--- src/rtl/sw3_pkg.sv ---
package sw3_pkg;

  // frame geometry
  localparam int LONG_LEN  = 32;
  localparam int SHORT_LEN = 30;
  localparam int HDR_W     = LONG_LEN - SHORT_LEN;
  localparam int DATA_W    = 16;
  localparam int ADDR_W    = 13;
  localparam int REG_W     = 5;
  localparam int ID_W      = ADDR_W - REG_W;
  localparam int RW_POS    = DATA_W + ADDR_W;

  // counter saturates one above the longest legal frame
  localparam int CNT_SAT   = LONG_LEN + 1;
  localparam int CNT_W     = $clog2(CNT_SAT + 1);

  localparam logic [ID_W-1:0]  DEV_ID       = 8'b1010_0100;
  localparam logic [REG_W-1:0] REG_LOW_LAST = 5'd5;
  localparam logic [REG_W-1:0] REG_MODE     = 5'd16;

  typedef enum logic [1:0] {
    VERDICT_DROP  = 2'd0,
    VERDICT_WRITE = 2'd1,
    VERDICT_ERROR = 2'd2
  } verdict_e;

  typedef struct packed {
    logic [REG_W-1:0]  reg_num;
    logic [DATA_W-1:0] data;
  } wr_cmd_t;

  function automatic logic reg_is_defined(input logic [REG_W-1:0] r);
    return (r <= REG_LOW_LAST) || (r == REG_MODE);
  endfunction

endpackage

--- src/rtl/sw3_line_sync.sv ---
module sw3_line_sync #(
  parameter int W      = 3,
  parameter int STAGES = 2
) (
  input  logic         clk,
  input  logic         rst_n,
  input  logic [W-1:0] d_in,
  output logic [W-1:0] d_out
);

  for (genvar b = 0; b < W; b++) begin : g_bit
    logic [STAGES-1:0] chain_q;
    logic [STAGES-1:0] chain_d;

    always_comb begin
      chain_d = {chain_q[STAGES-2:0], d_in[b]};
    end

    always_ff @(posedge clk or negedge rst_n) begin
      if (!rst_n) begin
        chain_q <= '0;
      end else begin
        chain_q <= chain_d;
      end
    end

    assign d_out[b] = chain_q[STAGES-1];
  end

endmodule

--- src/rtl/sw3_frame_capture.sv ---
module sw3_frame_capture
  import sw3_pkg::*;
(
  input  logic                clk,
  input  logic                rst_n,
  input  logic                sclk_s,
  input  logic                ssel_s,
  input  logic                sdat_s,
  output logic                frame_end,
  output logic [LONG_LEN-1:0] frame_bits,
  output logic [CNT_W-1:0]    frame_len
);

  logic                clk_prev_q, sel_prev_q;
  logic [LONG_LEN-1:0] shift_q, shift_d;
  logic [CNT_W-1:0]    cnt_q, cnt_d;
  logic                shift_en;
  logic                clk_rise;

  assign clk_rise = sclk_s & ~clk_prev_q;
  assign shift_en = ssel_s & clk_rise;

  always_comb begin
    shift_d = shift_q;
    cnt_d   = cnt_q;
    if (!ssel_s) begin
      cnt_d = '0;
    end else if (shift_en) begin
      shift_d = {shift_q[LONG_LEN-2:0], sdat_s};
      if (cnt_q != CNT_W'(CNT_SAT)) begin
        cnt_d = cnt_q + 1'b1;
      end
    end
  end

  always_ff @(posedge clk or negedge rst_n) begin
    if (!rst_n) begin
      clk_prev_q <= 1'b0;
      sel_prev_q <= 1'b0;
      shift_q    <= '0;
      cnt_q      <= '0;
    end else begin
      clk_prev_q <= sclk_s;
      sel_prev_q <= ssel_s;
      if (shift_en) begin
        shift_q <= shift_d;
      end
      cnt_q <= cnt_d;
    end
  end

  assign frame_end  = sel_prev_q & ~ssel_s;
  assign frame_bits = shift_q;
  assign frame_len  = cnt_q;

endmodule

--- src/rtl/sw3_frame_judge.sv ---
module sw3_frame_judge
  import sw3_pkg::*;
(
  input  logic [LONG_LEN-1:0] frame_bits,
  input  logic [CNT_W-1:0]    frame_len,
  output verdict_e            verdict,
  output wr_cmd_t             cmd
);

  logic              is_long, is_short;
  logic [HDR_W-1:0]  hdr;
  logic              rw;
  logic [ADDR_W-1:0] addr;
  logic [ID_W-1:0]   id;

  always_comb begin
    is_long  = (frame_len == CNT_W'(LONG_LEN));
    is_short = (frame_len == CNT_W'(SHORT_LEN));
    hdr      = frame_bits[LONG_LEN-1 -: HDR_W];
    rw       = frame_bits[RW_POS];
    addr     = frame_bits[DATA_W +: ADDR_W];
    id       = addr[ADDR_W-1 -: ID_W];

    cmd.reg_num = addr[REG_W-1:0];
    cmd.data    = frame_bits[DATA_W-1:0];

    if (!(is_long || is_short)) begin
      verdict = VERDICT_DROP;
    end else if (is_long && (hdr != '1)) begin
      verdict = VERDICT_ERROR;
    end else if (id != DEV_ID) begin
      verdict = VERDICT_ERROR;
    end else if (rw) begin
      verdict = VERDICT_DROP;
    end else if (!reg_is_defined(addr[REG_W-1:0])) begin
      verdict = VERDICT_DROP;
    end else begin
      verdict = VERDICT_WRITE;
    end
  end

endmodule

--- src/rtl/sw3_cmd_out.sv ---
module sw3_cmd_out
  import sw3_pkg::*;
(
  input  logic              clk,
  input  logic              rst_n,
  input  logic              frame_end,
  input  verdict_e          verdict,
  input  wr_cmd_t           cmd,
  output logic              wr_stb,
  output logic [REG_W-1:0]  wr_addr,
  output logic [DATA_W-1:0] wr_data,
  output logic              err_stb
);

  logic    stb_q, stb_d, err_q, err_d, load_en;
  wr_cmd_t cmd_q;

  always_comb begin
    load_en = frame_end && (verdict == VERDICT_WRITE);
    stb_d   = load_en;
    err_d   = frame_end && (verdict == VERDICT_ERROR);
  end

  always_ff @(posedge clk or negedge rst_n) begin
    if (!rst_n) begin
      stb_q <= 1'b0;
      err_q <= 1'b0;
      cmd_q <= '0;
    end else begin
      stb_q <= stb_d;
      err_q <= err_d;
      if (load_en) begin
        cmd_q <= cmd;
      end
    end
  end

  assign wr_stb  = stb_q;
  assign err_stb = err_q;
  assign wr_addr = cmd_q.reg_num;
  assign wr_data = cmd_q.data;

endmodule

--- src/rtl/sw3_autolen_slave.sv ---
module sw3_autolen_slave
  import sw3_pkg::*;
#(
  parameter int SYNC_STAGES = 2,
  parameter int RST_STAGES  = 2
) (
  input  logic        clk,
  input  logic        rst_n,
  input  logic        ser_clk,
  input  logic        ser_sel,
  input  logic        ser_data,
  output logic        wr_stb,
  output logic [4:0]  wr_addr,
  output logic [15:0] wr_data,
  output logic        err_stb
);

  // reset: asserted asynchronously, released after RST_STAGES clocks
  logic [RST_STAGES-1:0] rst_chain_q, rst_chain_d;
  logic                  core_rst_n;

  always_comb begin
    rst_chain_d = {rst_chain_q[RST_STAGES-2:0], 1'b1};
  end

  always_ff @(posedge clk or negedge rst_n) begin
    if (!rst_n) begin
      rst_chain_q <= '0;
    end else begin
      rst_chain_q <= rst_chain_d;
    end
  end

  assign core_rst_n = rst_chain_q[RST_STAGES-1];

  logic [2:0]          lines_s;
  logic                frame_end;
  logic [LONG_LEN-1:0] frame_bits;
  logic [CNT_W-1:0]    frame_len;
  verdict_e            verdict;
  wr_cmd_t             cmd;

  sw3_line_sync #(.W(3), .STAGES(SYNC_STAGES)) u_sync (
    .clk   (clk),
    .rst_n (core_rst_n),
    .d_in  ({ser_data, ser_sel, ser_clk}),
    .d_out (lines_s)
  );

  sw3_frame_capture u_cap (
    .clk        (clk),
    .rst_n      (core_rst_n),
    .sclk_s     (lines_s[0]),
    .ssel_s     (lines_s[1]),
    .sdat_s     (lines_s[2]),
    .frame_end  (frame_end),
    .frame_bits (frame_bits),
    .frame_len  (frame_len)
  );

  sw3_frame_judge u_judge (
    .frame_bits (frame_bits),
    .frame_len  (frame_len),
    .verdict    (verdict),
    .cmd        (cmd)
  );

  sw3_cmd_out u_out (
    .clk       (clk),
    .rst_n     (core_rst_n),
    .frame_end (frame_end),
    .verdict   (verdict),
    .cmd       (cmd),
    .wr_stb    (wr_stb),
    .wr_addr   (wr_addr),
    .wr_data   (wr_data),
    .err_stb   (err_stb)
  );

endmodule

--- config.mk ---
export PLATFORM = sky130hd
export DESIGN_NAME = sw3_autolen_slave
export DESIGN_NICKNAME = d
export VERILOG_FILES = /design/src/rtl/sw3_pkg.sv /design/src/rtl/sw3_line_sync.sv /design/src/rtl/sw3_frame_capture.sv /design/src/rtl/sw3_frame_judge.sv /design/src/rtl/sw3_cmd_out.sv /design/src/rtl/sw3_autolen_slave.sv
export SDC_FILE = /design/constraint.sdc
export NUM_CORES = 1
export LEC_CHECK = 0
export BUFFER_PORTS_ARGS = -buffer_cell sky130_fd_sc_hd__buf_4
export CORE_ASPECT_RATIO = 0.9
export CORE_MARGIN = 10
export CORE_UTILIZATION = 50
export CTS_CLUSTER_DIAMETER = 120
export DETAILED_ROUTE_END_ITERATION = 7
export GPL_ROUTABILITY_DRIVEN = 0
export PLACE_DENSITY = 0.71
export SYNTH_ARGS = -nofsm -noshare
export SYNTH_HDL_FRONTEND = slang
export SYNTH_SLANG_ARGS = --single-unit
--- constraint.sdc ---
create_clock -name clk -period 2.55 [get_ports clk]
set_input_delay 0.255 -clock clk [delete_from_list [all_inputs] [get_ports clk]]
set_output_delay 0.255 -clock clk [all_outputs]
set_load 0.005 [all_outputs]
==> out/summary.md <==
## Outcome
- **outcome** completed

## Timing
- **setup TNS** 0 ps
- **total setup violations reported at the end of the flow** 0
- **maximum clock frequency** 0.4698 GHz
- **fraction of the cycle the final worst path needs** 0.8347
- **count of final hold-check violations** 0
- **slew margin rel.** 0.4856
- **setup repair after global routing missed its margin** false
- **number of max-slew violations in the final report** 0
- **transition time at the pin with the least slew margin** 771.6 ps
- **worst clock skew on the final layout** 6.546 ps
- **shortest clock period the worst path allows after layout** 2128 ps

## Worst setup path
- **kind of cell adding the most delay to the critical path** simple AND/OR/NAND/NOR gates
- **critical path peak fanout** 21
- **critical path startpoint** u_cap.frame_len[3]
- **critical register-to-register path startpoint** u_cap.frame_len[3]
- **CP bufs+invs** 1
- **crit-path max cell delay** 490 ps
- **critical path startpoint category** flop
- **data required time of the worst path** 2770 ps
- **slowest stage cell on the critical path** sky130_fd_sc_hd__nor4b_2
- **endpoint class of the critical path** flop
- **Arrival @ worst endpoint** 2350 ps
- **sequence of cells on the critical path** nor4b_2 > a311oi_2 > nand4_2 > buf_4 > mux2_2
- **critical path start-end classification** flop to flop

## Power
- **Reg power frac** 0.569
- **combinational group share of total power** 0.051
- **Total Power** 2209 uW
- **net switching fraction of the power** 0.2254
- **power per cell area** 662.3 nW/um^2
- **static leakage power** 0.001693 uW
- **IR Drop Worst-Case VDD** 553.2 uV
- **Clk pwr share** 0.381
- **net switching power figure** 497.9 uW
- **Internal Pwr Total** 1711 uW

## Clocking
- **level count of the clock H-tree** 3
- **latest clock arrival within the worst-skew pair** 340 ps
- **CTS buffer count** 9
- **Clk Tree Root Cell** sky130_fd_sc_hd__clkbuf_8
- **largest buffer count on any clock path** 2
- **clock transition at the register clock pins on the worst setup and hold paths after CTS** 70 ps
- **clock net sink count** 71
- **CTS tree** yes

## Floorplan
- **Initial Utilization** 0.5087
- **I/O Pins** 28
- **horizontal die dimension** 99.76 um
- **area of the die** 9156 um^2
- **row count** 26
- **placeable core region** 5628 um^2
- **height of the chip** 91.79 um

## Yosys
- **fraction of registers with async set or reset after synthesis** 1.000
- **Synth top area share** 0.6206
- **share of the yosys chip area belonging to registers** 0.6206
- **cell types occupying the most area after synthesis** sky130_fd_sc_hd__dfrtp_1 62%, sky130_fd_sc_hd__mux2_2 13%, sky130_fd_sc_hd__mux2_4 10%, sky130_fd_sc_hd__ha_1 1.7%, sky130_fd_sc_hd__xnor2_1 1.5%
- **Post-synth EDFFs** 0
- **count of cell types in the netlist** 32
- **most instantiated cells after synthesis** 71 x sky130_fd_sc_hd__dfrtp_1, 33 x sky130_fd_sc_hd__mux2_2, 19 x sky130_fd_sc_hd__mux2_4
- **library cell with the largest summed area after synthesis** sky130_fd_sc_hd__dfrtp_1
- **total number of yosys warnings** 0
- **number of storage elements in the synthesis netlist** 71
- **post-synthesis area per instance** 15.99 um^2
- **library cell with the highest instance count after synthesis** sky130_fd_sc_hd__dfrtp_1
- **post-synthesis cell count** 179
- **area of the mapped netlist** 2863 um^2
- **Synthesized Nets** 188
- **predominant post-synthesis flop cell** sky130_fd_sc_hd__dfrtp_1

## Placement
- **placed wire-length estimate** 3079 um
- **Port-buffer cells** 27
- **placed standard-cell area** 3144 um^2

## GRT
- **initial antenna violation count** 0
- **global-route usage over all layers** 0.1052
- **sum of overflow across all layers after global routing** 0
- **vias in the first global route** 1509
- **maximum number of pins on one net before global-route repair** 37
- **first-pass GRT wire length** 7672 um

## Finish
- **summed area of non-filler cells in the final layout** 3336 um^2
- **share of the core filled with cells** 0.5927
- **area growth from synthesis to layout** 16.52%
- **NumNets Final** 224
- **fraction of layout cells with a size suffix above 1** 0.4636
- **antenna diode count** 0

## Route
- **wire length per cell after detailed routing** 15.81 um
- **Iteration-0 DRC Markers** 69
- **Via-to-Cell Ratio** 5.045
- **count of antenna-violating nets left after detailed routing** 0
- **TritonRoute pass-1 iters** 4
- **Total Wirelength** 4585 um
- **routed vias** 1463
- **detailed-route DRC error count** 0

## Job
- **number of maximum-capacitance violations** 0

## Worst hold path
- **hold path start** ser_data
- **Hold Path Class** primary input to flop

-- logic make-up (layout without fill, tap and decap cells) --
group,after synthesis,in the layout,share of synthesized area
buf+inv,9,50,0.01967
simple gates,29,29,0.07124
flops,71,71,0.6206
xor+xnor,5,5,0.01530
other cells,1,1,0.001310
fa+ha+maj,4,4,0.01748
mux,53,53,0.2330
compound gates,7,7,0.02142
-- metal layers --
metal | wire length (um) | vias up | track usage
li1 | - | 702 | -
met3 | 224 | 6 | 0.04276
met2 | 2087 | 25 | 0.1503
met5 | 0 | - | 0
met1 | 2220 | 730 | 0.1367
met4 | 53 | 0 | 0.04654
-- layout make-up --
type | count | area, um^2
repair buffers | 31 | 247.7
inverters | 3 | 11.26
well taps | 70 | 87.58
clock inverters | 5 | 50.05
multi-input cells | 99 | 1030
flip-flops and latches | 71 | 1778
clock buffers | 11 | 131.4
fillers | 449 | 2292
-- cells in the final DEF (no fill, tap or decap), types with 2 or more instances in the layout --
master,count
sky130_fd_sc_hd__dfrtp_1,70
sky130_fd_sc_hd__mux2_2,33
sky130_fd_sc_hd__buf_4,29
sky130_fd_sc_hd__mux2_4,19
sky130_fd_sc_hd__clkbuf_8,9
sky130_fd_sc_hd__and2_1,6
sky130_fd_sc_hd__nand2_1,5
sky130_fd_sc_hd__xnor2_1,5
sky130_fd_sc_hd__ha_1,4
sky130_fd_sc_hd__clkinv_2,4
sky130_fd_sc_hd__inv_1,3
sky130_fd_sc_hd__nand4b_1,2
sky130_fd_sc_hd__or4b_1,2
sky130_fd_sc_hd__nand3b_1,2
sky130_fd_sc_hd__nor2b_1,2
sky130_fd_sc_hd__nand4_1,2
sky130_fd_sc_hd__clkbuf_1,2
-- sequential cells by signal, summed over array words and instances (netlist names) --
| name | flops |
|---|---|
| u_cap.frame_bits | 32 |
| u_out.wr_data | 16 |
| u_cap.frame_len | 6 |
| u_sync.g_bit.chain_q | 6 |
| u_out.wr_addr | 5 |
| rst_chain_q | 2 |
| u_cap.clk_prev_q | 1 |
| u_cap.sel_prev_q | 1 |
| u_out.err_stb | 1 |
| u_out.wr_stb | 1 |
-- stage by stage --
| stage | setup slack, ps | hold WS, ps | cells |
|---|---|---|---|
| 3_3_place_gp | 509.5 | 36.82 | 273 |
| 5_1_grt | 299.4 | 1.872 | 290 |
| 2_1_floorplan | 426.4 | -40.59 | 179 |
| 3_5_place_dp | 471.4 | 38.25 | 273 |
| 4_1_cts | 430.3 | 2.775 | 290 |
| 6_report | 421.6 | 20.04 | 290 |
-- power by group through the flow --
stage / sequential, uW / combinational (uW) / clock [uW]
floorplan: 1270 / 82.8 / 0
global placement: 1280 / 106 / 0
detailed placement: 1280 / 112 / 0
CTS: 1260 / 115 / 864
global route: 1270 / 125 / 909
finish: 1260 / 112 / 841
-- final timing paths --
| path | endpoint | depth (start not counted) | slack (ps) |
|---|---|---|---|
| worst max register to register | u_out.wr_data[12] | 5 | 420 |
| max in group asynchronous | u_cap.clk_prev_q | 1 | 1570 |
| worst min-delay path | u_sync.g_bit[2].chain_q[0] | 1 | 20 |
| worst max-delay path | u_out.wr_data[12] | 5 | 420 |
| worst min register to register | u_sync.g_bit[2].chain_q[0] | 0 | 350 |
| min in group asynchronous | rst_chain_q[1] | 2 | 220 |
-- what timing repair did --
action                    CTS  global route
buffers inserted            0             0
hold endpoints to repair    2             0
hold buffers                1             0
gates resized for setup     0             0
Power figures use the tool's default switching activity.
